`src/rtl/bootrom_pkg.sv`:
```
package bootrom_pkg;
    typedef enum logic [2:0] {
        ST_IDLE  = 3'd0,
        ST_ADDR  = 3'd1,
        ST_STRB  = 3'd2,
        ST_DATA  = 3'd3,
        ST_RECOV = 3'd4
    } brc_state_e;
endpackage

```
`src/rtl/brc_req_hold.sv`:
```
module brc_req_hold #(
    parameter int AW = 24,
    parameter int DW = 8,
    parameter int WW = 4
) (
    input  logic          clk,
    input  logic          rst_n,
    input  logic          load,
    input  logic          in_write,
    input  logic [AW-1:0] in_addr,
    input  logic [DW-1:0] in_wdata,
    input  logic [WW-1:0] in_wait,
    output logic          hold_write,
    output logic [AW-1:0] hold_addr,
    output logic [DW-1:0] hold_wdata,
    output logic [WW-1:0] hold_wait
);
    always_ff @(posedge clk or negedge rst_n) begin
        if (!rst_n) begin
            hold_write <= 1'b0;
            hold_addr  <= '0;
            hold_wdata <= '0;
            hold_wait  <= '0;
        end else if (load) begin
            hold_write <= in_write;
            hold_addr  <= in_addr;
            hold_wdata <= in_wdata;
            hold_wait  <= in_wait;
        end
    end
endmodule

```
`src/rtl/brc_phase_timer.sv`:
```
module brc_phase_timer #(
    parameter int WW = 4,
    localparam int CW = WW + 1
) (
    input  logic          clk,
    input  logic          rst_n,
    input  logic          run,
    input  logic [WW-1:0] wait_cyc,
    output logic          first,
    output logic          last
);
    logic [CW-1:0] cnt;
    logic [CW-1:0] len_m1;

    assign len_m1 = {1'b0, wait_cyc} + CW'(2);
    assign first  = (cnt == '0);
    assign last   = (cnt == len_m1);

    always_ff @(posedge clk or negedge rst_n) begin
        if (!rst_n)
            cnt <= '0;
        else if (!run || last)
            cnt <= '0;
        else
            cnt <= cnt + CW'(1);
    end

    p_count_bound_r3: assert property (@(posedge clk) disable iff (!rst_n)
        run |-> (cnt <= len_m1));
endmodule

```
`src/rtl/bootrom_bus_ctrl.sv`:
```
module bootrom_bus_ctrl
    import bootrom_pkg::*;
#(
    parameter int AW = 24,
    parameter int DW = 8,
    parameter int WW = 4,
    localparam int BW = AW / 3
) (
    input  logic          clk,
    input  logic          rst_n,
    input  logic          req_valid,
    output logic          req_ready,
    input  logic          req_write,
    input  logic [AW-1:0] req_addr,
    input  logic [DW-1:0] req_wdata,
    input  logic [WW-1:0] cfg_wait,
    output logic [DW-1:0] rsp_rdata,
    output logic          rsp_done,
    output logic [BW-1:0] bus_ad_o,
    output logic [BW-1:0] bus_am_o,
    output logic [DW-1:0] bus_d_o,
    output logic          bus_d_oe,
    input  logic [DW-1:0] bus_d_i,
    output logic          bus_cs_n,
    output logic          bus_stb_oe,
    output logic          bus_we_n
);
    brc_state_e    state, state_nx;
    logic          accept;
    logic          h_write;
    logic [AW-1:0] h_addr;
    logic [DW-1:0] h_wdata;
    logic [WW-1:0] h_wait;
    logic          in_data;
    logic          ph_first, ph_last;

    assign accept  = (state == ST_IDLE) && req_valid;
    assign in_data = (state == ST_DATA);

    brc_req_hold #(.AW(AW), .DW(DW), .WW(WW)) u_hold (
        .clk(clk), .rst_n(rst_n), .load(accept),
        .in_write(req_write), .in_addr(req_addr),
        .in_wdata(req_wdata), .in_wait(cfg_wait),
        .hold_write(h_write), .hold_addr(h_addr),
        .hold_wdata(h_wdata), .hold_wait(h_wait)
    );

    brc_phase_timer #(.WW(WW)) u_timer (
        .clk(clk), .rst_n(rst_n), .run(in_data),
        .wait_cyc(h_wait), .first(ph_first), .last(ph_last)
    );

    // state register
    always_ff @(posedge clk or negedge rst_n) begin
        if (!rst_n) state <= ST_IDLE;
        else        state <= state_nx;
    end

    always_comb begin
        state_nx = state;
        unique case (state)
            ST_IDLE:  if (req_valid) state_nx = ST_ADDR;
            ST_ADDR:  state_nx = ST_STRB;
            ST_STRB:  state_nx = ST_DATA;
            ST_DATA:  if (ph_last) state_nx = ST_RECOV;
            ST_RECOV: state_nx = ST_IDLE;
            default:  state_nx = ST_IDLE;
        endcase
    end

    // read capture on final data cycle
    always_ff @(posedge clk or negedge rst_n) begin
        if (!rst_n)
            rsp_rdata <= '0;
        else if (in_data && ph_last && !h_write)
            rsp_rdata <= bus_d_i;
    end

    // outputs
    always_comb begin
        req_ready  = 1'b0;
        rsp_done   = 1'b0;
        bus_ad_o   = '0;
        bus_am_o   = '0;
        bus_d_o    = '0;
        bus_d_oe   = 1'b0;
        bus_cs_n   = 1'b1;
        bus_stb_oe = 1'b1;
        bus_we_n   = 1'b1;
        unique case (state)
            ST_IDLE:  req_ready = 1'b1;
            ST_ADDR: begin
                bus_ad_o   = h_addr[3*BW-1:2*BW];
                bus_stb_oe = 1'b0;
            end
            ST_STRB:  bus_ad_o = h_addr[3*BW-1:2*BW];
            ST_DATA: begin
                bus_cs_n = 1'b0;
                bus_ad_o = h_addr[BW-1:0];
                bus_am_o = h_addr[2*BW-1:BW];
                if (h_write) begin
                    bus_d_o  = h_wdata;
                    bus_d_oe = 1'b1;
                    bus_we_n = ph_first || ph_last;
                end else begin
                    bus_stb_oe = 1'b0;
                end
            end
            ST_RECOV: rsp_done = 1'b1;
            default: ;
        endcase
    end

    p_ready_parked_r1: assert property (@(posedge clk) disable iff (!rst_n)
        req_ready |-> (bus_cs_n && bus_stb_oe && bus_we_n && !bus_d_oe));
    p_strobe_before_cs_r2: assert property (@(posedge clk) disable iff (!rst_n)
        $fell(bus_cs_n) |-> ($past(bus_stb_oe) && !$past(bus_stb_oe, 2)));
    p_read_no_drive_r5: assert property (@(posedge clk) disable iff (!rst_n)
        (!bus_cs_n && !bus_stb_oe) |-> (!bus_d_oe && bus_we_n));
    p_we_after_cs_fall_r6: assert property (@(posedge clk) disable iff (!rst_n)
        !bus_we_n |-> (!bus_cs_n && !$past(bus_cs_n) && bus_d_oe));
    p_we_before_cs_rise_r6: assert property (@(posedge clk) disable iff (!rst_n)
        !bus_we_n |=> !bus_cs_n);
    p_done_after_cs_r7: assert property (@(posedge clk) disable iff (!rst_n)
        rsp_done |-> (bus_cs_n && !$past(bus_cs_n)));
    p_done_single_r7: assert property (@(posedge clk) disable iff (!rst_n)
        rsp_done |=> !rsp_done);
    p_cs_gap_r9: assert property (@(posedge clk) disable iff (!rst_n)
        $rose(bus_cs_n) |=> bus_cs_n);
endmodule

```
`config.mk`:
```
export PLATFORM = sky130hd
export DESIGN_NAME = bootrom_bus_ctrl
export DESIGN_NICKNAME = d
export VERILOG_FILES = /design/src/rtl/bootrom_pkg.sv /design/src/rtl/brc_req_hold.sv /design/src/rtl/brc_phase_timer.sv /design/src/rtl/bootrom_bus_ctrl.sv
export SDC_FILE = /design/constraint.sdc
export NUM_CORES = 1
export LEC_CHECK = 0
export ABC_AREA = 0
export CAP_MARGIN = 20
export CORE_MARGIN = 3
export CORE_UTILIZATION = 41
export CTS_CLUSTER_SIZE = 30
export DETAILED_ROUTE_END_ITERATION = 16
export PLACE_DENSITY = 0.76
export SLEW_MARGIN = 30
export SYNTH_ARGS = -nofsm -noshare
export SYNTH_HDL_FRONTEND = slang
export SYNTH_HIERARCHICAL = 1
export SYNTH_SLANG_ARGS = --single-unit
export TNS_END_PERCENT = 5
```
`constraint.sdc`:
```
create_clock -name clk -period 2.14 [get_ports clk]
set_input_delay 0.428 -clock clk [delete_from_list [all_inputs] [get_ports clk]]
set_output_delay 0.428 -clock clk [all_outputs]
set_load 0.005 [all_outputs]
```
==> flow_summary_export.csv <==
group,metric,value,unit
synthesis,synth_top_area_share,51.0,%
detailed_routing,drt_pass1_iterations,4,
timing,whs,0.0935,ns
synthesis,synth-xor-area-share,3.65,%
timing,drv_slew,0,
placement,port_buffers,85,
clock_tree,cts_made_buffers,5,
finish,final_cell_mix,"clkdlybuf4s50_1, dfrtp_1, mux2_4",
power,leakage,0.00178,uW
die,die_area,0.00734,mm2
detailed_routing,drc,0,
placement,gp_congestion,0.805,
detailed_routing,routed_wl,5.56,mm
die,io_pins,86,
clock_tree,clock_sinks,53,
critical_path,worstSetupStartpointType,"flip-flop",
timing,finalClockSkew,0.0113,ns
finish,diodes,0,
global_routing,grt_max_degree,34,
die,core,0.00603,mm2
global_routing,grt_overflow,0,
timing,relSlewSlack,65.6,%
critical_path,crit_arrival,1.80,ns
timing,hold_viol,0,
synthesis,postSynthAreaPerCell,14.2,um2
critical_path,r2r_start,"u_hold/hold_wait[1]$_DFFE_PN0P_",
die,start_util,43.2,%
detailed_routing,drt-wirelength-per-cell,15.4,um
detailed_routing,dr_total_vias,1767,
synthesis,synth-seq-area-share,51.0,%
clock_tree,clock_latency,0.30,ns
flow_run,maxCapViolCount,0,
synthesis,syn_area,0.00260,mm2
critical_path,worst-r2r-setup-slack,-0.04,ns
global_routing,grt_pass1_wl,9.32,mm
finish,area_delta_synth_final,44.0,%
critical_path,rr_endpoint,"rsp_rdata[1]$_DFFE_PN0P_",
synthesis,postSynthCellCount,183,
placement,hpwl,4.09,mm
critical_path,reg2reg_depth,8,
synthesis,synth_top_family_by_area,"multiplexers",
timing,rsz0062_at_grt,"true",
synthesis,synth_cell_types,28,
finish,drive_above_1_share,30.7,%
clock_tree,h-tree-depth,2,
synthesis,synth_compound_area_share,4.42,%
detailed_routing,vias_per_cell,4.88,
critical_path,setup.worst_path.end_class,"primary output",
clock_tree,clock-root-buffer,"clkbuf_8",
status,status,"finished with violations",
timing,finalCritPeriodShare,104,%
clock_tree,cts_max_path_buffers,2,
synthesis,synthesis.nets,234,
synthesis,synth_simple_gate_area_share,10.0,%
global_routing,groute.usage.overall,16.0,%
critical_path,path_max_fanout,2,
synthesis,yosys-top-cells-area,"dfrtp_1, mux2_4, and2_1",
power,power-per-cell-area,1350,mW/mm2
finish,finalNetCount,337,
die,die_width,85.7,um
die,die_h,85.7,um
timing,setup_viol,9,
detailed_routing,ant_nets,0,
die,rows,28,
timing,worst_slack,-0.0888,ns
hold_path,hold_path.class,"input port to async pin",
critical_path,crit_required,1.71,ns
synthesis,synth-seq-cells,53,
timing,setup_tns,-0.355,ns
timing,tightest_slew,0.516,ns
clock_tree,cts_tree,"yes",
detailed_routing,drt_iter0_markers,39,
timing,period_needed,2.23,ns
finish,final_common_cell,"clkdlybuf4s50_1",
status,violations,"negative setup slack",
timing,fmax,0.449,GHz
global_routing,grt_pass1_vias,1930,
global_routing,antenna_found_initial,0,
power,irDropWorstVdd,697,uV
synthesis,post-synth-top-area-cell,"dfrtp_1",
critical_path,path_class,"flip-flop to primary output",
synthesis,synthAdderAreaFrac,1.44,%
synthesis,ys_warn_count,6,
synthesis,synthMuxAreaShare,25.0,%
clock_tree,clk_pin_slew,0.10,ns
==> stage by stage <==
step	instances	power, uW	cell area, um2	utilization [%]	worst slack [ns]
after floorplan	183	3280	2630	-	0.0310
after detailed placement	353	4730	3660	60.7	-0.176
final	362	5070	3750	62.2	-0.0888
after global placement	353	4650	3660	60.7	-0.156
after global routing	362	5450	3750	62.2	-0.196
after CTS	362	5150	3740	62.1	-0.114
==> state kept, by name, indices dropped and copies added (netlist names) <==
signal and flops:
rsp_rdata 8, state 3, u_hold/hold_addr 24, u_hold/hold_wait 4, u_hold/hold_wdata 8, u_hold/hold_write 1
u_timer/cnt 5
==> final cells by class <==
class / count / area [um2]
fill: 512 / 2280
sequential: 53 / 1330
multi-input combinational: 116 / 1190
timing repair buffer: 105 / 1020
tap: 75 / 93.8
clock buffer: 6 / 82.6
inverter: 5 / 18.8
clock inverter: 2 / 13.8
==> Yosys cell counts <==
cell type  instances
o21bai_1           1
nor3_1             1
nor2_1             9
a22oi_1            8
or2b_1             1
nand2_1            2
nor4b_1            1
xnor2_1            2
inv_1              5
buf_2              1
mux2_2             7
xor3_2             1
ha_1               3
or3_1              1
buf_6              2
nand3_1            3
mux2_4            38
a211oi_1           5
nand3b_1           1
xor2_1             6
and3_1             8
and3b_1            2
nor4_4             1
buf_12             3
and2_1            13
clkbuf_1           3
dfrtp_1           53
a21oi_1            2
==> cell families after synthesis <==
group                      count (synthesis)
AOI/OAI and AO/OA                         16
DFF                                       53
adders and majority gates                  3
xor gates and xnor gates                   9
and+or+nand+nor                           43
muxes                                     45
buffers and inverters                     14
==> critical path, cell delays in order (launching register included) <==
cell and delay [ns]:
dfrtp_1 0.42, ha_4 0.26, xor2_2 0.20, nor4_4 0.05
and2_4 0.14, or3_1 0.29, buf_2 0.13
==> worst max-delay path by stage <==
stage	from	to	slack, ns
CTS	u_hold/hold_wait[1]$_DFFE_PN0P_	bus_we_n	-0.11
detailed placement	u_hold/hold_wait[2]$_DFFE_PN0P_	bus_we_n	-0.18
global route	u_hold/hold_wait[1]$_DFFE_PN0P_	bus_we_n	-0.20
global placement	u_hold/hold_wait[2]$_DFFE_PN0P_	bus_we_n	-0.16
floorplan	u_hold/hold_wait[2]$_DFFE_PN0P_	rsp_rdata[0]$_DFFE_PN0P_	0.03
finish	u_hold/hold_wait[1]$_DFFE_PN0P_	bus_we_n	-0.09
==> power by group <==
group / leakage [uW] / switching (uW) / internal (uW)
Sequential: 0.000641 / 285 / 1490
Combinational: 0.00109 / 988 / 1730
Clock: 0.0000512 / 319 / 263
==> per-layer routing <==
metal / vias up / global-route usage (%) / share of wire, %
li1: 845 / - / -
met3: 4 / 2.98 / 5.0
met1: 867 / 20.2 / 44
met2: 51 / 28.0 / 50
met5: - / 0 / 0
met4: 0 / 4.89 / 0.99
==> timing repair <==
item / CTS / global route
pin swaps: 6 / 0
buffers inserted: 1 / 0
gates resized for setup: 36 / 2
endpoints found under the setup margin: 35 / 12
hold buffers: 0 / 0
cloned: 0 / 0
Power figures use the tool's default switching activity.
